[src/rtl/bus_stall_watchdog.sv]
module bus_stall_watchdog #(
  parameter int TIMEOUT_CYCLES = 2_000_000,
  parameter int SYNC_STAGES    = 2
) (
  input  logic clk,
  input  logic rst_n,
  input  logic ale_in,
  input  logic rdy_req,
  input  logic force_rdy_en,
  output logic stall_flag,
  output logic stall_n,
  output logic rdy_out,
  output logic recov_irq
);

  localparam int CW = $clog2(TIMEOUT_CYCLES + 1);
  localparam logic [CW-1:0] LIMIT = CW'(TIMEOUT_CYCLES);

  logic [SYNC_STAGES-1:0] ale_sync;
  logic                   ale_prev;
  logic                   ale_rise;
  logic [CW-1:0]          cnt;
  logic                   irq_q;

  always_ff @(posedge clk or negedge rst_n) begin
    if (!rst_n) begin
      ale_sync <= '0;
      ale_prev <= 1'b0;
    end else begin
      ale_sync <= {ale_sync[SYNC_STAGES-2:0], ale_in};
      ale_prev <= ale_sync[SYNC_STAGES-1];
    end
  end

  assign ale_rise = ale_sync[SYNC_STAGES-1] & ~ale_prev;

  always_ff @(posedge clk or negedge rst_n) begin
    if (!rst_n)             cnt <= '0;
    else if (ale_rise)      cnt <= '0;
    else if (cnt != LIMIT)  cnt <= cnt + 1'b1;
  end

  always_ff @(posedge clk or negedge rst_n) begin
    if (!rst_n) irq_q <= 1'b0;
    else        irq_q <= ale_rise & stall_flag;
  end

  assign stall_flag = (cnt == LIMIT);
  assign stall_n    = ~stall_flag;
  assign rdy_out    = rdy_req | (force_rdy_en & stall_flag);
  assign recov_irq  = irq_q;

  AST_IRQ_SINGLE: assert property (@(posedge clk) disable iff (!rst_n) recov_irq |=> !recov_irq);
  AST_IRQ_CLEARS: assert property (@(posedge clk) disable iff (!rst_n) recov_irq |-> (!stall_flag && $past(stall_flag)));
  AST_STALL_HOLDS: assert property (@(posedge clk) disable iff (!rst_n) (stall_flag && !ale_rise) |=> stall_flag);
  AST_STALL_ENTRY: assert property (@(posedge clk) disable iff (!rst_n) $rose(stall_flag) |-> !$past(ale_rise));
  AST_FORCE_READY: assert property (@(posedge clk) disable iff (!rst_n) (force_rdy_en && stall_flag) |-> rdy_out);
  AST_STATUS_POLARITY: assert property (@(posedge clk) disable iff (!rst_n) stall_n != stall_flag);

endmodule

[config.mk]
export PLATFORM = sky130hd
export DESIGN_NAME = bus_stall_watchdog
export DESIGN_NICKNAME = d
export VERILOG_FILES = /design/src/rtl/bus_stall_watchdog.sv
export SDC_FILE = /design/constraint.sdc
export NUM_CORES = 1
export LEC_CHECK = 0
export BUFFER_PORTS_ARGS = -buffer_cell sky130_fd_sc_hd__buf_2
export CORE_MARGIN = 3
export CORE_UTILIZATION = 40
export CTS_BUF_LIST = sky130_fd_sc_hd__clkbuf_8
export CTS_CLUSTER_SIZE = 14
export DETAILED_ROUTE_END_ITERATION = 7
export PLACE_DENSITY_LB_ADDON = 0.1
export SKIP_LAST_GASP = 1
export SYNTH_ARGS = -nofsm -noshare
export SYNTH_HDL_FRONTEND = slang
export SYNTH_SLANG_ARGS = --single-unit
[constraint.sdc]
create_clock -name clk -period 5.45 [get_ports clk]
set_input_delay 0.8175 -clock clk [delete_from_list [all_inputs] [get_ports clk]]
set_output_delay 0.8175 -clock clk [all_outputs]
set_load 0.005 [all_outputs]
== After elaboration in Yosys (flattened, before gate mapping) ==
Cells that the tools add are included.

* Bitwise logic cells: 6
* Reductions and logical operators: 1
* $mul: 0
* Eq/ne operators: 2
* Multiplexer cells: 2
* Shifts and indexed selects: 0
* Add/sub/neg operators: 1
* Magnitude comparators: 0
* Divide/modulo/power cells: 0

{| class="wikitable"
|+ Operator list
! operator !! count
|-
| two-way mux 21 bit || 2
|-
| adder 21 x 1 -> 21 bit (second input constant) || 1
|-
| == test 21 bit (second input constant) || 1
|-
| inequality test 21 bit (second input constant) || 1
|-
| AND 1 bit || 3
|-
| inverter 1 bit || 2
|-
| nonzero test 2 bit || 1
|-
| OR 1 bit || 1
|}

* Bits in registers: 25
* Bits of input ports: 5
* Latch bits: 0
* Bits in read-only memories: 0
* Output and inout port bits: 4
* Bits in writable memories: 0
* Word-level logic and storage cells: 16
* Memories: 0

== Depth between registers and ports, before layout ==
Gate-level depths: netlist (run 1).

* Depth in word-level cells: 3
* Depth in mapped cells: 7
* Depth with buffers taken out: 7

== Least setup slack after synthesis (run 1) ==
Ideal clock, no wire load.

* Path type: register -> output
* Start: register cnt[0]
* End: output port rdy_out
* Path buffers: 0
* Path slack: 3248 ps
* Cell stages (with the launch flop): 7
* Data arrival time: 1384 ps
* Required time: 4633 ps
* Cell sequence: dfrtp_1 > inv_1 > ha_1 > nor4b_1 > nand4_1 > nor2_1 > a21o_1

* Word-level cells in the longest chain between the ends: 3

{| class="wikitable"
|+ Ends and longest elaborated chain
! what !! RTL line !! text
|-
| start, declared || 22 || <nowiki>logic [CW-1:0] cnt;</nowiki>
|-
| start signal, assigned || 40 || <nowiki>else if (cnt != LIMIT) cnt <= cnt + 1'b1;</nowiki>
|-
| == test 21 bit || 48 || <nowiki>assign stall_flag = (cnt == LIMIT);</nowiki>
|-
| named net stall_flag || 10 || <nowiki>output logic stall_flag,</nowiki>
|-
| AND 1 bit || 50 || <nowiki>assign rdy_out = rdy_req | (force_rdy_en & stall_flag);</nowiki>
|-
| OR 1 bit || 50 ||
|-
| end, declared || 12 || <nowiki>output logic rdy_out,</nowiki>
|}

The timed path passes the listed nets, and every way through them passes these cells.

== Final worst setup path (run 1) ==
* Start: register cnt[0]
* End: output port rdy_out

* Word-level cells in the longest chain between the ends: 3

{| class="wikitable"
|+ Ends and longest elaborated chain
! what !! RTL line
|-
| == test 21 bit || 48
|-
| AND 1 bit || 50
|-
| OR 1 bit || 50
|}

Every way passes these cells.

==> impl_metrics.toml, run 1 <==
[routing]
vias_per_cell = 5.67
dr.first_iter.drc_count = 45
drc = 0
drt-total-wl_mm = 2.61
highest_layer = "met4"
wl_per_cell_um = 14.2
drt-met1-wl_mm = 1.23
route.met3.wl_um = 149
ant_nets = 0
dr.pass1.iters = 4
dr_wl_met2_mm = 1.20
num_vias = 1043

[worst_setup_path]
critPathSlowestCell = "dfrtp_1"
cp_max_fo = 5
start_kind = "flop"
cpPeakStageDelay_ns = 0.44
endpoint_kind = "primary output"
crit_arrival_ns = 1.91
path_class = "reg -> out"
path_cells = "inv_1 -> ha_1 -> nor4b_1 -> nand4_1 -> nor2_1 -> a21o_1 -> buf_2"
cp.required_ns = 4.63

[global_routing]
grt_overflow = 0
grt_max_degree = 26
grt_pass1_wl_mm = 4.56
grt_antenna_before_repair = 0
grt_pass1_vias = 1004
track_usage_pct = 14.4

[power_and_ir_drop]
cellPowerDensity_nw_per_um2 = 260
p_leak_nw = 0.598
p_seq_share_pct = 59.4
power.internal_w = 0.000264
p_switching_w = 0.0000998
pwr-share-comb_pct = 9.9
switching_share_pct = 27.4
ir_drop_v = 0.000149
clock_power_share_pct = 30.7

[yosys]
ys_seq_area_share_pct = 49.4
synth_commonest_cells = "dfrtp_1, nor2_1, nand2_1"
synth_cell_type_count = 31
syn_nets = 140
synth-seq-cells = 25
yosysMostFrequentCell = "dfrtp_1"
yosys.area.top_type = "dfrtp_1"
syn-cell-area_um2 = 1270
synth_flop_cell = "dfrtp_1"
syn_inst = 133
async_reset_ff_share_pct = 100
netlist.area_leader.share_pct = 49.4
synthTopCellsByArea = "dfrtp_1, xnor2_1, nor2_1"
syn_area_per_cell_um2 = 9.52
synth_edf_count = 0
yosys_warnings = 0

[clock_network]
cts_buffers = 3
cts_tree = "built"
cts-resized-gates = 0
cts.clk_slew.worst_paths_ns = 0.09
post_cts_buffers = 0
cts.hold.buffers_added = 0
clkSinkCount = 25
clock_tree.root_cell = "clkbuf_8"
htreeDepth = 1
insertion_delay_ns = 0.27
clock_path_buffers = 2

[timing]
tightest_slew_ns = 0.569
slew_violations = 0
hold_ws_ns = 0.366
fmax_mhz = 366
setup_ws_ns = 2.72
fin_crit_sh_pct = 50.1
finalSetupViolations = 0
rsz0062_at_grt = "false"
report.final.hold_viol_count = 0
max_slew_margin_pct = 62.1
period_needed_ns = 2.73
clock_skew_ns = 0.00392
finalSetupTns_ns = 0

[placed_design]
gp_congestion = 0.793
pre_cts_ws_ns = 3.02
io_buffer_count = 8
dp.final_hpwl_mm = 1.81
place_area_um2 = 1350

[die]
die_w_um = 62.3
io_pins = 9
die_area_um2 = 3880
die_y_um = 62.3
core_um2 = 2880
fp-row-count = 19
start_util_pct = 44.0

[layout]
area_growth_syn_to_layout_pct = 10.3
num_antenna_cells = 0
nNetsFinal = 150
drive_gt1_share_pct = 11.3
design_area_um2 = 1400

[hold_path]
hold_path_class = "reg -> reg"

[status]
run_status = "finished, final reports clean"

[flow_run]
cap_violations = 0
[cell families (layout without fill, tap and decap cells)]
group / after synthesis / count (layout) / synth area share, %
compound gates: 18 / 18 / 8.60
xor+xnor: 10 / 10 / 6.92
fa+ha+maj: 2 / 2 / 1.98
buf+inv: 10 / 19 / 2.96
flops: 25 / 25 / 49.4
mux: 1 / 1 / 0.791
simple gates: 67 / 67 / 29.3
[flip-flops by register name (all words and copies together) (netlist names)]
register   flops
ale_sync       2
cnt           21
ale_prev       1
recov_irq      1
[through the flow]
step / std cells / util [%] / total power, W
final: 184 / 48.5 / 0.000364
after detailed placement: 180 / 47.0 / 0.000256
after CTS: 184 / 48.5 / 0.000367
after global placement: 180 / 47.0 / 0.000254
after global routing: 184 / 48.5 / 0.000383
after floorplan: 133 / - / 0.000239
[power groups by stage]
stage | clock network (W) | registers (W) | logic, W
3_5_place_dp | 0 | 0.000219 | 0.0000367
4_1_cts | 0.000115 | 0.000215 | 0.0000368
2_1_floorplan | 0 | 0.000213 | 0.0000254
5_1_grt | 0.000121 | 0.000219 | 0.0000425
3_3_place_gp | 0 | 0.000218 | 0.0000360
6_report | 0.000111 | 0.000216 | 0.0000361
[placed cells by master (no fill, tap or decap), drive strengths merged, types with 4 or more instances in the layout]
cell type / netlist / layout
a21oi: 7 / 7
xnor2: 7 / 7
nand2: 11 / 11
buf: 1 / 9
dfrtp: 25 / 25
nor4: 7 / 7
nand4: 5 / 5
inv: 6 / 7
nand3: 7 / 7
nor2: 16 / 16
o21ai: 5 / 5
nor4b: 4 / 4
[area by class of cell]
class | instances | area, µm²
fillers | 291 | 1480
flip-flops and latches | 25 | 626
multi-input cells | 98 | 603
well taps | 42 | 52.6
repair buffers | 9 | 47.5
clock buffers | 3 | 41.3
inverters | 6 | 22.5
clock inverters | 1 | 3.75
[critical path, delay by kind of cell, from the launching register on]
family | cells | cell delay [ns]
compound gates | 1 | 0.15
fa+ha+maj | 1 | 0.14
buf+inv | 2 | 0.21
flops | 1 | 0.44
simple gates | 3 | 0.71
[worst paths after layout]
kind,startpoint,end,slack (ns),depth (start not counted)
worst min-delay path,ale_sync[0],ale_sync[1],0.37,0
worst max-delay path,cnt[0],rdy_out,2.72,7
worst max register to register,cnt[0],cnt[18],3.46,5
worst min register to register,ale_sync[0],ale_sync[1],0.37,0
max in group asynchronous,rst_n,cnt[20],4.55,1
min in group asynchronous,rst_n,cnt[10],0.53,1
[metal layers]
layer	global-route usage, %	up-vias
met5	0	-
met4	5.23	0
met3	4.14	4
met2	22.8	27
met1	18.7	516
li1	-	496
Note: power is estimated with default switching activity, not from simulation.
==> inputs of run 2 (changes only) <==
==> constraint.sdc (replaced) <==
create_clock -name clk -period 2.8 [get_ports clk]
set_input_delay 0.42 -clock clk [delete_from_list [all_inputs] [get_ports clk]]
set_output_delay 0.42 -clock clk [all_outputs]
set_load 0.005 [all_outputs]
==> run 2 against run 1 <==
Compared with the run above:
- cell count unchanged
- first-iteration DRC count decreased by 13%
- clock skew decreased by 0.0013 ns
- die area is the same
==> impl_metrics.toml, run 2 (synthesis results as in run 1) <==
[global_routing]
met1_usage_pct = 19.3
gr-usage-met2_pct = 23.4
grt_max_degree = 26
grt_overflow = 0
grt_pass1_wl_mm = 4.62
top_usage_layer = "met2"
gr-usage-met3_pct = 2.70
track_usage_pct = 14.5
grt_antenna_before_repair = 0
grt_pass1_vias = 1001

[routing]
num_vias = 996
dr.first_iter.drc_count = 39
wl_per_cell_um = 13.6
drt-total-wl_mm = 2.50
dr.pass1.iters = 4
ant_nets = 0
vias_per_cell = 5.41
drc = 0

[timing]
fmax_mhz = 432
report.final.hold_viol_count = 0
finalSetupTns_ns = 0
period_needed_ns = 2.32
clock_skew_ns = 0.00262
finalSetupViolations = 0
rsz0062_at_grt = "false"
fin_crit_sh_pct = 82.7
max_slew_margin_pct = 62.7
slew_violations = 0
tightest_slew_ns = 0.555

[clock_network]
cts.clk_slew.worst_paths_ns = 0.09
insertion_delay_ns = 0.26
cts_buffers = 3
cts_tree = "built"
cts-resized-gates = 0
clock_tree.root_cell = "clkbuf_8"
clkSinkCount = 25
post_cts_buffers = 0
clock_path_buffers = 2
cts.hold.buffers_added = 0
htreeDepth = 1

[flow_run]
cap_violations = 0

[power_and_ir_drop]
ir_drop_v = 0.000199
switching_share_pct = 26.5
cellPowerDensity_nw_per_um2 = 501
power.internal_w = 0.000514
p_leak_nw = 0.597
p_switching_w = 0.000186
p_seq_share_pct = 59.7
pwr-share-comb_pct = 9.9
clock_power_share_pct = 30.4
power_w = 0.000700

[die]
io_pins = 9
die_area_um2 = 3880
die_w_um = 62.3
die_y_um = 62.3
start_util_pct = 44.0
fp-row-count = 19
core_um2 = 2880

[layout]
drive_gt1_share_pct = 12.0
largest_reg_flops = 21
seq_area_um2 = 626
nNetsFinal = 150
final_cell_mix = "dfrtp_1, nor2_1, nand2_1"
n_fill_cell = 271
reg_top3 = "cnt x21, ale_sync x2"
area_growth_syn_to_layout_pct = 10.4
largest_register = "cnt"
multi_input_area_um2 = 603
final_common_cell = "dfrtp_1"
num_antenna_cells = 0

[placed_design]
gp_congestion = 0.800
dp.final_hpwl_mm = 1.82
io_buffer_count = 8

[worst_setup_path]
r2r_cells = 5
endpoint_kind = "primary output"
r2r_start = "cnt[1]"
start_kind = "flop"
path_class = "reg -> out"
rrSetupSlack_ns = 0.85
r2r-end = "cnt[18]"
crit_arrival_ns = 1.90
cp.required_ns = 2.38
cp_max_fo = 5

[status]
run_status = "finished, final reports clean"

[hold_path]
hold_path_class = "in -> async"
[run 2: cell type report]
type | count | share of cell area [%]
Sequential cell | 25 | 44.8
Multi-Input combinational cell | 98 | 43.2
Tap cell | 42 | 3.76
Timing Repair Buffer | 9 | 3.40
Clock buffer | 3 | 2.95
Inverter | 6 | 1.61
Clock inverter | 1 | 0.358
[run 2: metal layers]
layer,part of all wire [%],vias up
met5,0,-
met4,1.2,0
met3,3.8,4
met2,47,16
met1,48,484
li1,-,492
[run 2: critical path: stages, from the launching register on]
cell     delay (ns)
dfrtp_1        0.43
inv_1          0.09
ha_1           0.14
nor4b_1        0.29
nand4_1        0.19
nor2_1         0.25
a21o_1         0.15
buf_2          0.10
[run 2: worst max path at each step]
stage	start	to	slack (ns)	cells past startpoint
3_5_place_dp	cnt[0]	rdy_out	0.76	7
3_3_place_gp	cnt[0]	rdy_out	0.86	7
4_1_cts	cnt[0]	rdy_out	0.46	7
2_1_floorplan	cnt[0]	rdy_out	1.0	6
5_1_grt	cnt[0]	rdy_out	0.19	7
6_report	cnt[0]	rdy_out	0.48	7
[run 2: power groups by stage]
| stage | Sequential [W] | Combinational, W | Clock (W) |
|---|---|---|---|
| after global placement | 0.000424 | 0.0000701 | 0 |
| after CTS | 0.000418 | 0.0000718 | 0.000224 |
| after detailed placement | 0.000425 | 0.0000714 | 0 |
| final | 0.000418 | 0.0000691 | 0.000213 |
| after global routing | 0.000422 | 0.0000820 | 0.000241 |
| after floorplan | 0.000415 | 0.0000495 | 0 |
[run 2: through the flow]
step | cells | setup WS, ns | instance area [µm²] | hold WS, ns | util (%)
2_1_floorplan | 133 | 0.996 | 1270 | 0.124 | -
3_3_place_gp | 180 | 0.856 | 1350 | 0.346 | 47.0
3_5_place_dp | 180 | 0.757 | 1350 | 0.338 | 47.0
4_1_cts | 184 | 0.459 | 1400 | 0.153 | 48.6
5_1_grt | 184 | 0.185 | 1400 | 0.174 | 48.6
6_report | 184 | 0.485 | 1400 | 0.133 | 48.6
==> inputs of run 3 (changes only) <==
--- a/config.mk
+++ b/config.mk
@@ -5,6 +5,7 @@
 export SDC_FILE = /design/constraint.sdc
 export NUM_CORES = 1
 export LEC_CHECK = 0
+export ABC_AREA = 1
 export BUFFER_PORTS_ARGS = -buffer_cell sky130_fd_sc_hd__buf_2
 export CORE_MARGIN = 3
 export CORE_UTILIZATION = 40
==> constraint.sdc (replaced) <==
create_clock -name clk -period 1.9 [get_ports clk]
set_input_delay 0.285 -clock clk [delete_from_list [all_inputs] [get_ports clk]]
set_output_delay 0.285 -clock clk [all_outputs]
set_load 0.005 [all_outputs]
==> run 3 against run 2 <==
Compared with the run above:
- the run now ends with negative hold slack left
- non-clock buffer count increased by 7
- cell count increased by 43%
- combinational power up 140%
- global-route usage grew 2.3 points
- register-to-register slack worse by 0.67 ns
- worst setup slack lost 0.44 ns
- sequential cell count stayed put
- clock power increased by 53%
- synthesized area grew 13%
- die area rose by 11%
- sequential share of layout area shrank 6.6 points
- routed wire length rose by 25%
- critical endpoint unchanged
==> impl_metrics.toml, run 3 <==
[status]
run_status = "finished with violations"
failed_checks = "negative hold slack"

[routing]
drc = 0
dr_wl_met2_mm = 1.34
num_vias = 1258
highest_layer = "met4"
drt-met1-wl_mm = 1.60
vias_per_cell = 4.77
route.met3.wl_um = 104
drt-total-wl_mm = 3.12
ant_nets = 0
wl_per_cell_um = 11.8
dr.pass1.iters = 5
dr.first_iter.drc_count = 57

[yosys]
syn-cell-area_um2 = 1430
synth_commonest_cells = "nand2_1, nor2_1, dfrtp_1"
yosys.area.top_type = "dfrtp_1"
synth_cell_type_count = 20
syn_inst = 201
async_reset_ff_share_pct = 100
netlist.area_leader.share_pct = 43.8
yosysMostFrequentCell = "nand2_1"
synthTopCellsByArea = "dfrtp_1, nand2_1, nor2_1"
syn_nets = 208
yosys_warnings = 0
ys_seq_area_share_pct = 43.8
synth_edf_count = 0
synth_flop_cell = "dfrtp_1"
synth-seq-cells = 25
syn_area_per_cell_um2 = 7.10

[clock_network]
cts.clk_slew.worst_paths_ns = 0.09
cts_tree = "built"
clock_tree.root_cell = "clkbuf_8"
cts.hold.buffers_added = 0
clock_path_buffers = 2
cts_buffers = 3
htreeDepth = 1
clkSinkCount = 25
insertion_delay_ns = 0.28

[worst_setup_path]
start_kind = "flop"
path_cells = "inv_2 -> ha_1 -> inv_1 -> nor3_2 -> nand2_1 -> nor2_2 -> nand2_2 -> o21bai_1 -> buf_2"
crit_family = "simple AND/OR/NAND/NOR gates"
cpPeakStageDelay_ns = 0.40
endpoint_kind = "primary output"
rrSetupSlack_ns = 0.18
r2r_start = "cnt[0]"
cp.required_ns = 1.62
critPathSlowestCell = "dfrtp_1"
path_class = "reg -> out"
r2r-end = "cnt[16]"
crit_arrival_ns = 1.57
cp_max_fo = 4
r2r_cells = 9
crit_buf_inv = 3

[timing]
period_needed_ns = 1.86
rsz0062_at_grt = "true"
tightest_slew_ns = 0.567
max_slew_margin_pct = 62.2
fin_crit_sh_pct = 97.8
slew_violations = 0
hold_ws_ns = -0.00801
report.final.hold_viol_count = 25
setup_ws_ns = 0.0411
clock_skew_ns = 0.00253
finalSetupViolations = 0
fmax_mhz = 538

[layout]
seq_area_um2 = 628
final_cell_mix = "nand2_1, nor2_1, inv_1, dfrtp_1, nand3_1"
n_fill_cell = 330
largest_register = "cnt"
drive_gt1_share_pct = 17.0
nNetsFinal = 226
fin_util_pct = 48.5
multi_input_area_um2 = 723
largest_reg_flops = 21
final_common_cell = "nand2_1"
num_antenna_cells = 0
design_area_um2 = 1650
reg_top3 = "cnt x21, ale_sync x2"
area_growth_syn_to_layout_pct = 15.2

[placed_design]
place_area_um2 = 1530
dp.final_hpwl_mm = 2.32
gp_congestion = 0.860
pre_cts_ws_ns = 0.130
io_buffer_count = 8

[die]
die_area_um2 = 4320
start_util_pct = 42.1
io_pins = 9
die_y_um = 65.7
core_um2 = 3390
fp-row-count = 21
die_w_um = 65.7

[power_and_ir_drop]
p_leak_nw = 0.721
cellPowerDensity_nw_per_um2 = 669
ir_drop_v = 0.000435

[hold_path]
hold_path_class = "in -> async"

[flow_run]
cap_violations = 0

[global_routing]
grt_pass1_wl_mm = 5.46
grt_pass1_vias = 1218
grt_overflow = 0
track_usage_pct = 16.8
grt_antenna_before_repair = 0
grt_max_degree = 26
## run 3: cell count changes in the layout (fill, tap and decap cells not counted), moves of 6 or more
cell / previous run / this run
nand2_1: 11 / 53
nor4_1: 6 / 0
inv_1: 6 / 23
xnor2_1: 7 / 1
nor2_1: 16 / 41
nor2_2: 0 / 6
buf_4: 1 / 8
## run 3: kinds of logic after synthesis
| group | after synthesis | share of synthesized area, % |
|---|---|---|
| and+or+nand+nor | 127 | 37.9 |
| buffers and inverters | 27 | 7.27 |
| DFF | 25 | 43.8 |
| AOI/OAI and AO/OA | 13 | 5.00 |
| xor gates and xnor gates | 7 | 4.29 |
| adders and majority gates | 2 | 1.75 |
## run 3: worst max-delay path by stage
stage,cells after the start,to,from
floorplan,8,rdy_out,cnt[0]
global placement,9,rdy_out,cnt[0]
detailed placement,9,rdy_out,cnt[0]
CTS,5,rdy_out,cnt[18]
global route,9,rdy_out,cnt[0]
finish,9,rdy_out,cnt[0]
## run 3: worst reg2reg max path, delay by kind of cell (launching register included)
family,cells,cell delay (ns)
XOR/XNOR,1,0.16
adder cells (fa/ha/maj),1,0.27
buffers and inverters,3,0.33
flip-flops,1,0.37
AND/OR/NAND/NOR,4,0.49
## run 3: per-layer routing
layer | vias up | track usage, %
met5 | - | 0
met4 | 0 | 8.29
met3 | 7 | 3.59
met2 | 26 | 25.3
met1 | 566 | 22.7
li1 | 659 | -
## run 3: cell type report
type,instances,area share [%]
tap,46,3.50
timing repair buffer,16,6.08
multi-input combinational,149,44.0
clock inverter,1,0.304
inverter,24,5.48
clock buffer,3,2.51
sequential,25,38.2
## run 3: per-stage QoR
| step | total power [W] | setup TNS, ns | std cells |
|---|---|---|---|
| after global placement | 0.000753 | 0 | 254 |
| after floorplan | 0.000710 | 0 | 201 |
| final | 0.00110 | 0 | 264 |
| after CTS | 0.00110 | 0 | 261 |
| after global routing | 0.00117 | -0.0715 | 264 |
| after detailed placement | 0.000755 | 0 | 254 |
## run 3: what timing repair did
action                     CTS  global route
pin swaps                    1             2
setup endpoints to repair    1             3
buffers inserted             3             3
resized for setup            2             7
## run 3: where the power goes
group / switching, W / internal [W] / total [W]
registers: 0.0000408 / 0.000566 / 0.000607
clock network: 0.000178 / 0.000147 / 0.000326
logic: 0.0000977 / 0.0000699 / 0.000168
total: 0.000317 / 0.000783 / 0.00110
